<file path="src/rtl/succ_cmp_pkg.sv">
package succ_cmp_pkg;

   // outcome of a three-way magnitude compare
   typedef struct packed {
      logic gt;
      logic eq;
      logic lt;
   } rel3_t;

   // compare structure selectors
   localparam int ARCH_DIRECT = 0;
   localparam int ARCH_CHAIN  = 1;

   localparam int MAX_WIDTH = 32;

endpackage

</file>
<file path="src/rtl/succ_cmp_inc.sv">
module succ_cmp_inc #(
   parameter int WIDTH = 4
) (
   input  logic [WIDTH-1:0] opnd,
   output logic [WIDTH-1:0] succ,
   output logic             carry
);
   localparam int XW = WIDTH + 1;

   logic [XW-1:0] wide_sum;

   // one bit wider than the operand so the carry falls out directly
   assign wide_sum = {1'b0, opnd} + XW'(1);
   assign succ     = wide_sum[WIDTH-1:0];
   assign carry    = wide_sum[WIDTH];

endmodule

</file>
<file path="src/rtl/succ_cmp_mag.sv">
module succ_cmp_mag
   import succ_cmp_pkg::*;
#(
   parameter int WIDTH    = 4,
   parameter int CMP_ARCH = ARCH_DIRECT
) (
   input  logic [WIDTH-1:0] lhs,
   input  logic [WIDTH-1:0] rhs,
   output rel3_t            rel
);

   generate
      if (CMP_ARCH == ARCH_DIRECT) begin : g_direct
         assign rel.gt = (lhs > rhs);
         assign rel.lt = (lhs < rhs);
         assign rel.eq = (lhs == rhs);
      end else begin : g_chain
         // decided-greater / decided-less travel from MSB toward LSB
         logic [WIDTH:0] gt_c;
         logic [WIDTH:0] lt_c;
         assign gt_c[WIDTH] = 1'b0;
         assign lt_c[WIDTH] = 1'b0;
         for (genvar i = WIDTH - 1; i >= 0; i--) begin : g_bit
            assign gt_c[i] = gt_c[i+1] | (~lt_c[i+1] &  lhs[i] & ~rhs[i]);
            assign lt_c[i] = lt_c[i+1] | (~gt_c[i+1] & ~lhs[i] &  rhs[i]);
         end
         assign rel.gt = gt_c[0];
         assign rel.lt = lt_c[0];
         assign rel.eq = ~gt_c[0] & ~lt_c[0];
      end
   endgenerate

endmodule

</file>
<file path="src/rtl/succ_cmp_flags.sv">
module succ_cmp_flags
   import succ_cmp_pkg::*;
(
   input  rel3_t rel,
   input  logic  ovf,
   output logic  f_gt,
   output logic  f_ge,
   output logic  f_lt,
   output logic  f_le,
   output logic  f_eq
);
   logic live;

   assign live = ~ovf;

   // ge/le come from the opposite strict flag, not from an OR
   assign f_gt = live & rel.gt;
   assign f_lt = live & rel.lt;
   assign f_eq = live & rel.eq;
   assign f_ge = live & ~rel.lt;
   assign f_le = live & ~rel.gt;

   always_comb begin
      // the raw three-way outcome is one-hot
      a_r7_one_hot: assert ($onehot({rel.gt, rel.eq, rel.lt}))
         else $error("three-way compare not one-hot");
      // inclusive flags agree with strict flags
      if (!ovf) begin
         a_r6_ge_split: assert (f_ge == (f_gt | f_eq))
            else $error("ge flag disagrees with gt|eq");
         a_r6_le_split: assert (f_le == (f_lt | f_eq))
            else $error("le flag disagrees with lt|eq");
      end
   end

endmodule

</file>
<file path="src/rtl/succ_cmp.sv">
module succ_cmp
   import succ_cmp_pkg::*;
#(
   parameter int WIDTH    = 4,
   parameter int CMP_ARCH = ARCH_DIRECT
) (
   input  logic [WIDTH-1:0] a_val,
   input  logic [WIDTH-1:0] b_val,
   output logic             a_gt,
   output logic             a_ge,
   output logic             a_lt,
   output logic             a_le,
   output logic             a_eq,
   output logic             inc_ovf
);
   localparam logic [WIDTH-1:0] ALL_ONES = '1;

   generate
      if (WIDTH < 1 || WIDTH > MAX_WIDTH) begin : g_bad_width
         $error("succ_cmp: WIDTH out of range");
      end
      if (CMP_ARCH != ARCH_DIRECT && CMP_ARCH != ARCH_CHAIN) begin : g_bad_arch
         $error("succ_cmp: unknown CMP_ARCH");
      end
   endgenerate

   logic [WIDTH-1:0] b_succ;
   logic             b_carry;
   rel3_t            rel;

   succ_cmp_inc #(.WIDTH(WIDTH)) u_inc (
      .opnd  (b_val),
      .succ  (b_succ),
      .carry (b_carry)
   );

   succ_cmp_mag #(.WIDTH(WIDTH), .CMP_ARCH(CMP_ARCH)) u_mag (
      .lhs (a_val),
      .rhs (b_succ),
      .rel (rel)
   );

   succ_cmp_flags u_flags (
      .rel  (rel),
      .ovf  (b_carry),
      .f_gt (a_gt),
      .f_ge (a_ge),
      .f_lt (a_lt),
      .f_le (a_le),
      .f_eq (a_eq)
   );

   assign inc_ovf = b_carry;

   always_comb begin
      // carry fires only for an all-ones operand
      a_r1_overflow_point: assert (inc_ovf == (b_val == ALL_ONES))
         else $error("overflow flag at wrong operand value");
      // overflow silences every relation flag
      if (inc_ovf) begin
         a_r2_flags_quiet: assert ({a_gt, a_ge, a_lt, a_le, a_eq} == 5'b0)
            else $error("relation flag active during overflow");
      end else begin
         // port-level exclusivity
         a_r7_port_one_hot: assert ($countones({a_gt, a_eq, a_lt}) == 1)
            else $error("gt/eq/lt not exclusive");
      end
   end

endmodule

</file>
<file path="config.mk">
export PLATFORM = sky130hd
export DESIGN_NAME = succ_cmp
export DESIGN_NICKNAME = d
export VERILOG_FILES = /design/src/rtl/succ_cmp_pkg.sv /design/src/rtl/succ_cmp_inc.sv /design/src/rtl/succ_cmp_mag.sv /design/src/rtl/succ_cmp_flags.sv /design/src/rtl/succ_cmp.sv
export SDC_FILE = /design/constraint.sdc
export NUM_CORES = 1
export LEC_CHECK = 0
export CAP_MARGIN = 20
export CORE_AREA = 2 2 39 41
export DETAILED_ROUTE_END_ITERATION = 12
export DIE_AREA = 0 0 41 43
export GPL_ROUTABILITY_DRIVEN = 0
export PLACE_DENSITY_LB_ADDON = 0.3
export SLEW_MARGIN = 25
export SYNTH_ARGS = -nofsm -noshare
export SYNTH_HDL_FRONTEND = slang
export SYNTH_SLANG_ARGS = --single-unit
</file>
<file path="constraint.sdc">
create_clock -name vclk -period 1.7
set_input_delay 0.255 -clock vclk [all_inputs]
set_output_delay 0.255 -clock vclk [all_outputs]
set_load 0.02 [all_outputs]
</file>
Word level (Yosys, flattened, before mapping)
Cells that the tools add are included.
{ "classes": {"n_lt_le_gt_ge": 2, "bitwise_logic": 8, "addsub": 1, "eq_ne": 1} }
{ "ops": {"columns": ["operator", "count"], "rows": [
  ["4-bit by 1-bit adder with 5-bit output, second input constant", 1],
  ["1-bit AND", 5],
  ["4-bit == test", 1],
  ["4-bit greater-than comparator", 1],
  ["4-bit less-than comparator", 1],
  ["1-bit inverter", 3]
]} }
{ "totals": {"ff_bits": 0, "input_bits": 8, "output_inout_bits": 6, "elab_cells": 12} }

Depth between registers and ports, before layout
{ "depth": {"ltp_word": 4, "ltp_mapped": 6, "depth_no_buf": 6} }

Cells and area by module
From an unflattened synthesis, not the netlist that was laid out.
{ "unflattened": {"hier_cells": 27, "hier_area_um2": 201.4} }
{ "by_module_without_submodules": {"columns": ["module", "cells_each", "area_each_um2", "instances"], "rows": [
  ["succ_cmp_mag", 16, 128.9, 1],
  ["succ_cmp_inc", 6, 46.3, 1],
  ["succ_cmp_flags", 5, 26.3, 1]
]} }

Worst setup path after synthesis
OpenSTA, ideal clock, no wires.
{ "synth_timing": {"path_type": "input to output", "start": "input b_val[0]", "end": "output a_lt", "t_arrival_ns": 1.629, "cell_stages": 6, "path_slack_ns": -0.184, "required_time_ns": 1.445, "cell_sequence": "ha_1 > inv_1 > ha_1 > nand2b_1 > a21o_1 > nor3b_1"} }
{ "synth_between": {"elab_chain_len": 3, "word_cells_on_any_way": 4, "cone_classes": "add/sub (1); order compare (1); bitwise (2)"} }
{ "synth_rtl": {"columns": ["element", "line", "rtl"], "rows": [
  ["from (decl)", "succ_cmp.sv:8", "input logic [WIDTH-1:0] b_val,"],
  ["4-bit by 1-bit adder with 5-bit output (*)", "succ_cmp_inc.sv:13", "assign wide_sum = {1'b0, opnd} + XW'(1);"],
  ["4-bit less-than comparator / 1-bit inverter (equally long branches)", "succ_cmp_mag.sv:15, succ_cmp_flags.sv:14", null],
  ["1-bit AND (*)", "succ_cmp_flags.sv:18", "assign f_lt = live & rel.lt;"],
  ["to (decl)", "succ_cmp.sv:11", "output logic a_lt,"]
]} }
Mark *: on every way between the ends. The rest lies on a longest branch, timed or not.

Final worst setup path
{ "layout_timing": {"start": "input b_val[0]", "end": "output a_le"} }
{ "layout_between": {"elab_chain_len": 4, "word_cells_on_any_way": 5, "cone_classes": "add/sub (1); order compare (1); bitwise (3)"} }
{ "layout_rtl": {"columns": ["element", "line", "rtl"], "rows": [
  ["4-bit by 1-bit adder with 5-bit output (*)", "succ_cmp_inc.sv:13", null],
  ["4-bit greater-than comparator", "succ_cmp_mag.sv:14", "assign rel.gt = (lhs > rhs);"],
  ["1-bit inverter", "succ_cmp_flags.sv:21", "assign f_le = live & ~rel.gt;"],
  ["1-bit AND (*)", "succ_cmp_flags.sv:21", null],
  ["to (decl)", "succ_cmp.sv:12", "output logic a_le,"]
]} }
Marks and branches as above.

==> flow_summary.json <==
{
  "stdcell_area_um2": 541,
  "grt_remaining_overflow": 0,
  "fin_total_pwr_mw": 0.239,
  "crit_arrival_ns": 1.53,
  "die-area_um2": 1760,
  "slew_violations": 0,
  "ir_drop_uv": 132,
  "dr.pass1.iters": 1,
  "wl_met3_um": 50,
  "dieHeight_um": 43,
  "fin_util": 0.391,
  "syn_to_final_growth_pct": 147,
  "hp-class": "in2out",
  "path_delay_family": "adder cells",
  "synthTopCellsByCount": "5 x ha_1, 5 x inv_1, 3 x a211oi_2",
  "synth_area_leader_cell": "ha_1",
  "met2_length_um": 286,
  "slew-limit-headroom": 0.851,
  "n_fill_cell": 142,
  "post_dp_cell_area_um2": 410,
  "multi_input_area_um2": 318,
  "route.detailed.drc": 0,
  "ioPinCount": 14,
  "drtIter0Drc": 0,
  "post-route-period-util": 1.05,
  "placed_cells": 60,
  "wl_per_cell_um": 9.44,
  "grt_max_degree": 7,
  "hold_end": "a_ge",
  "antenna_left": 0,
  "clkbuf_count": 0,
  "antenna_found_initial": 0,
  "top_layer": "met3",
  "viasPerCell": 4.05,
  "crit_slowest_cell": "ha_4",
  "design.seq.count": 0,
  "seqCellArea_um2": 0,
  "core-area_um2": 1380,
  "rsz0062_at_grt": "yes",
  "violations": "setup timing",
  "cp-end-kind": "output pin",
  "setup_ws_ns": -0.0866,
  "first_global_vias": 240,
  "path_cells": "buf_8 > ha_4 > inv_2 > ha_4 > and4_4 > a211oi_4 > a211oi_4 > buf_6",
  "yosysWarningCount": 0,
  "synth.area.top_cells": "ha_1 29%, a211oi_2 17%, inv_1 8.6%, and4_4 5.1%, buf_6 5.1%",
  "yosysUniqueCellTypes": 17,
  "tightest_slew_ns": 0.223,
  "drv_cap": 0,
  "hold_start": "b_val[3]",
  "status": "finished with violations",
  "start_util": 0.158,
  "hold_path_depth": 4,
  "cts_hold_buf": 0,
  "die_x_um": 41,
  "synth_area_per_cell_um2": 8.11,
  "antennaDiodeCount": 0,
  "vias": 251,
  "synth.cell_area_um2": 219,
  "crit_required_ns": 1.44,
  "leakagePower_nw": 0.242,
  "port_buffers": 14,
  "finalNonFillerCells": 62,
  "powerDensity_nw_per_um2": 442,
  "crit_buf_inv": 3,
  "fmax_mhz": 560,
  "grt_usage": 0.0731,
  "nNetsFinal": 61,
  "fin_crit_ns": 1.79,
  "hold_viol": 0,
  "cp_max_fo": 3,
  "routed_wl_um": 585,
  "synth_seq_area_share": 0,
  "syn-instance-count": 27,
  "drive_gt1_frac": 0.783,
  "startpoint_type": "input port",
  "netlist.area_leader.share": 0.286,
  "grt_pass1_wl_um": 952,
  "syn-num-nets": 40,
  "final-setup-viol-count": 4,
  "cpPeakStageDelay_ns": 0.28,
  "num_rows": 14,
  "drt-met1-wl_um": 247,
  "critPathKind": "in2out"
}
## cells in the final DEF (no fill, tap or decap), drive strengths merged, types with 2 or more instances in the layout
master	count
buf	14
a211oi	3
dlygate4sd2	4
a21oi	2
inv	5
ha	5
## through the flow
stage               setup TNS (ns)  hold slack [ns]  setup slack (ns)
global route                -0.424             1.20            -0.142
CTS                         -0.258             1.18            -0.139
finish                      -0.227             1.17           -0.0866
detailed placement           -5.35             1.78             -1.03
global placement             -5.37             1.77             -1.04
floorplan                  -0.0663            0.779           -0.0370
## routing by layer
layer	global-route usage	up-vias
met5	0	-
met4	0	0
met3	0	0
met2	0.131	12
met1	0.0990	108
li1	-	131
## how the worst max path moves through the flow
| stage | start | to | slack, ns | depth (start not counted) |
|---|---|---|---|---|
| floorplan | b_val[0] | a_gt | -0.04 | 6 |
| global placement | b_val[0] | a_gt | -1.04 | 8 |
| detailed placement | b_val[0] | a_le | -1.03 | 8 |
| CTS | b_val[0] | a_le | -0.14 | 8 |
| global route | b_val[0] | a_gt | -0.14 | 8 |
| finish | b_val[0] | a_le | -0.09 | 8 |
## cell families (layout without fill, tap and decap cells)
| logic type | count (synthesis) | in the layout | share of synthesized area |
|---|---|---|---|
| AOI/OAI and AO/OA | 6 | 6 | 0.269 |
| xor gates and xnor gates | 2 | 2 | 0.0800 |
| adders and majority gates | 5 | 5 | 0.286 |
| buffers and inverters | 6 | 25 | 0.137 |
| and+or+nand+nor | 8 | 8 | 0.229 |
## what timing repair did
action / in CTS / in global routing
endpoints found under the hold margin: 0 / 0
buffers inserted: 2 / 0
resized for setup: 68 / 2
pin swaps: 14 / 3
setup endpoints to repair: 6 / 5
## where the power goes
part / switching, mW / internal (mW) / total (mW)
Combinational: 0.108 / 0.131 / 0.239
Clock: 0 / 0 / 0
Sequential: 0 / 0 / 0
Total: 0.108 / 0.131 / 0.239
## tightest hold or removal path: cells and delay by family
kind	cells	cell delay, ns
buf+inv	2	0.32
compound gates	1	0.05
simple gates	1	0.28
## cell type report
cell class / instances / area share
repair buffers: 20 / 0.340
multi-input cells: 21 / 0.588
inverters: 5 / 0.0347
well taps: 16 / 0.0370
Note: power is estimated with default switching activity, not from simulation.
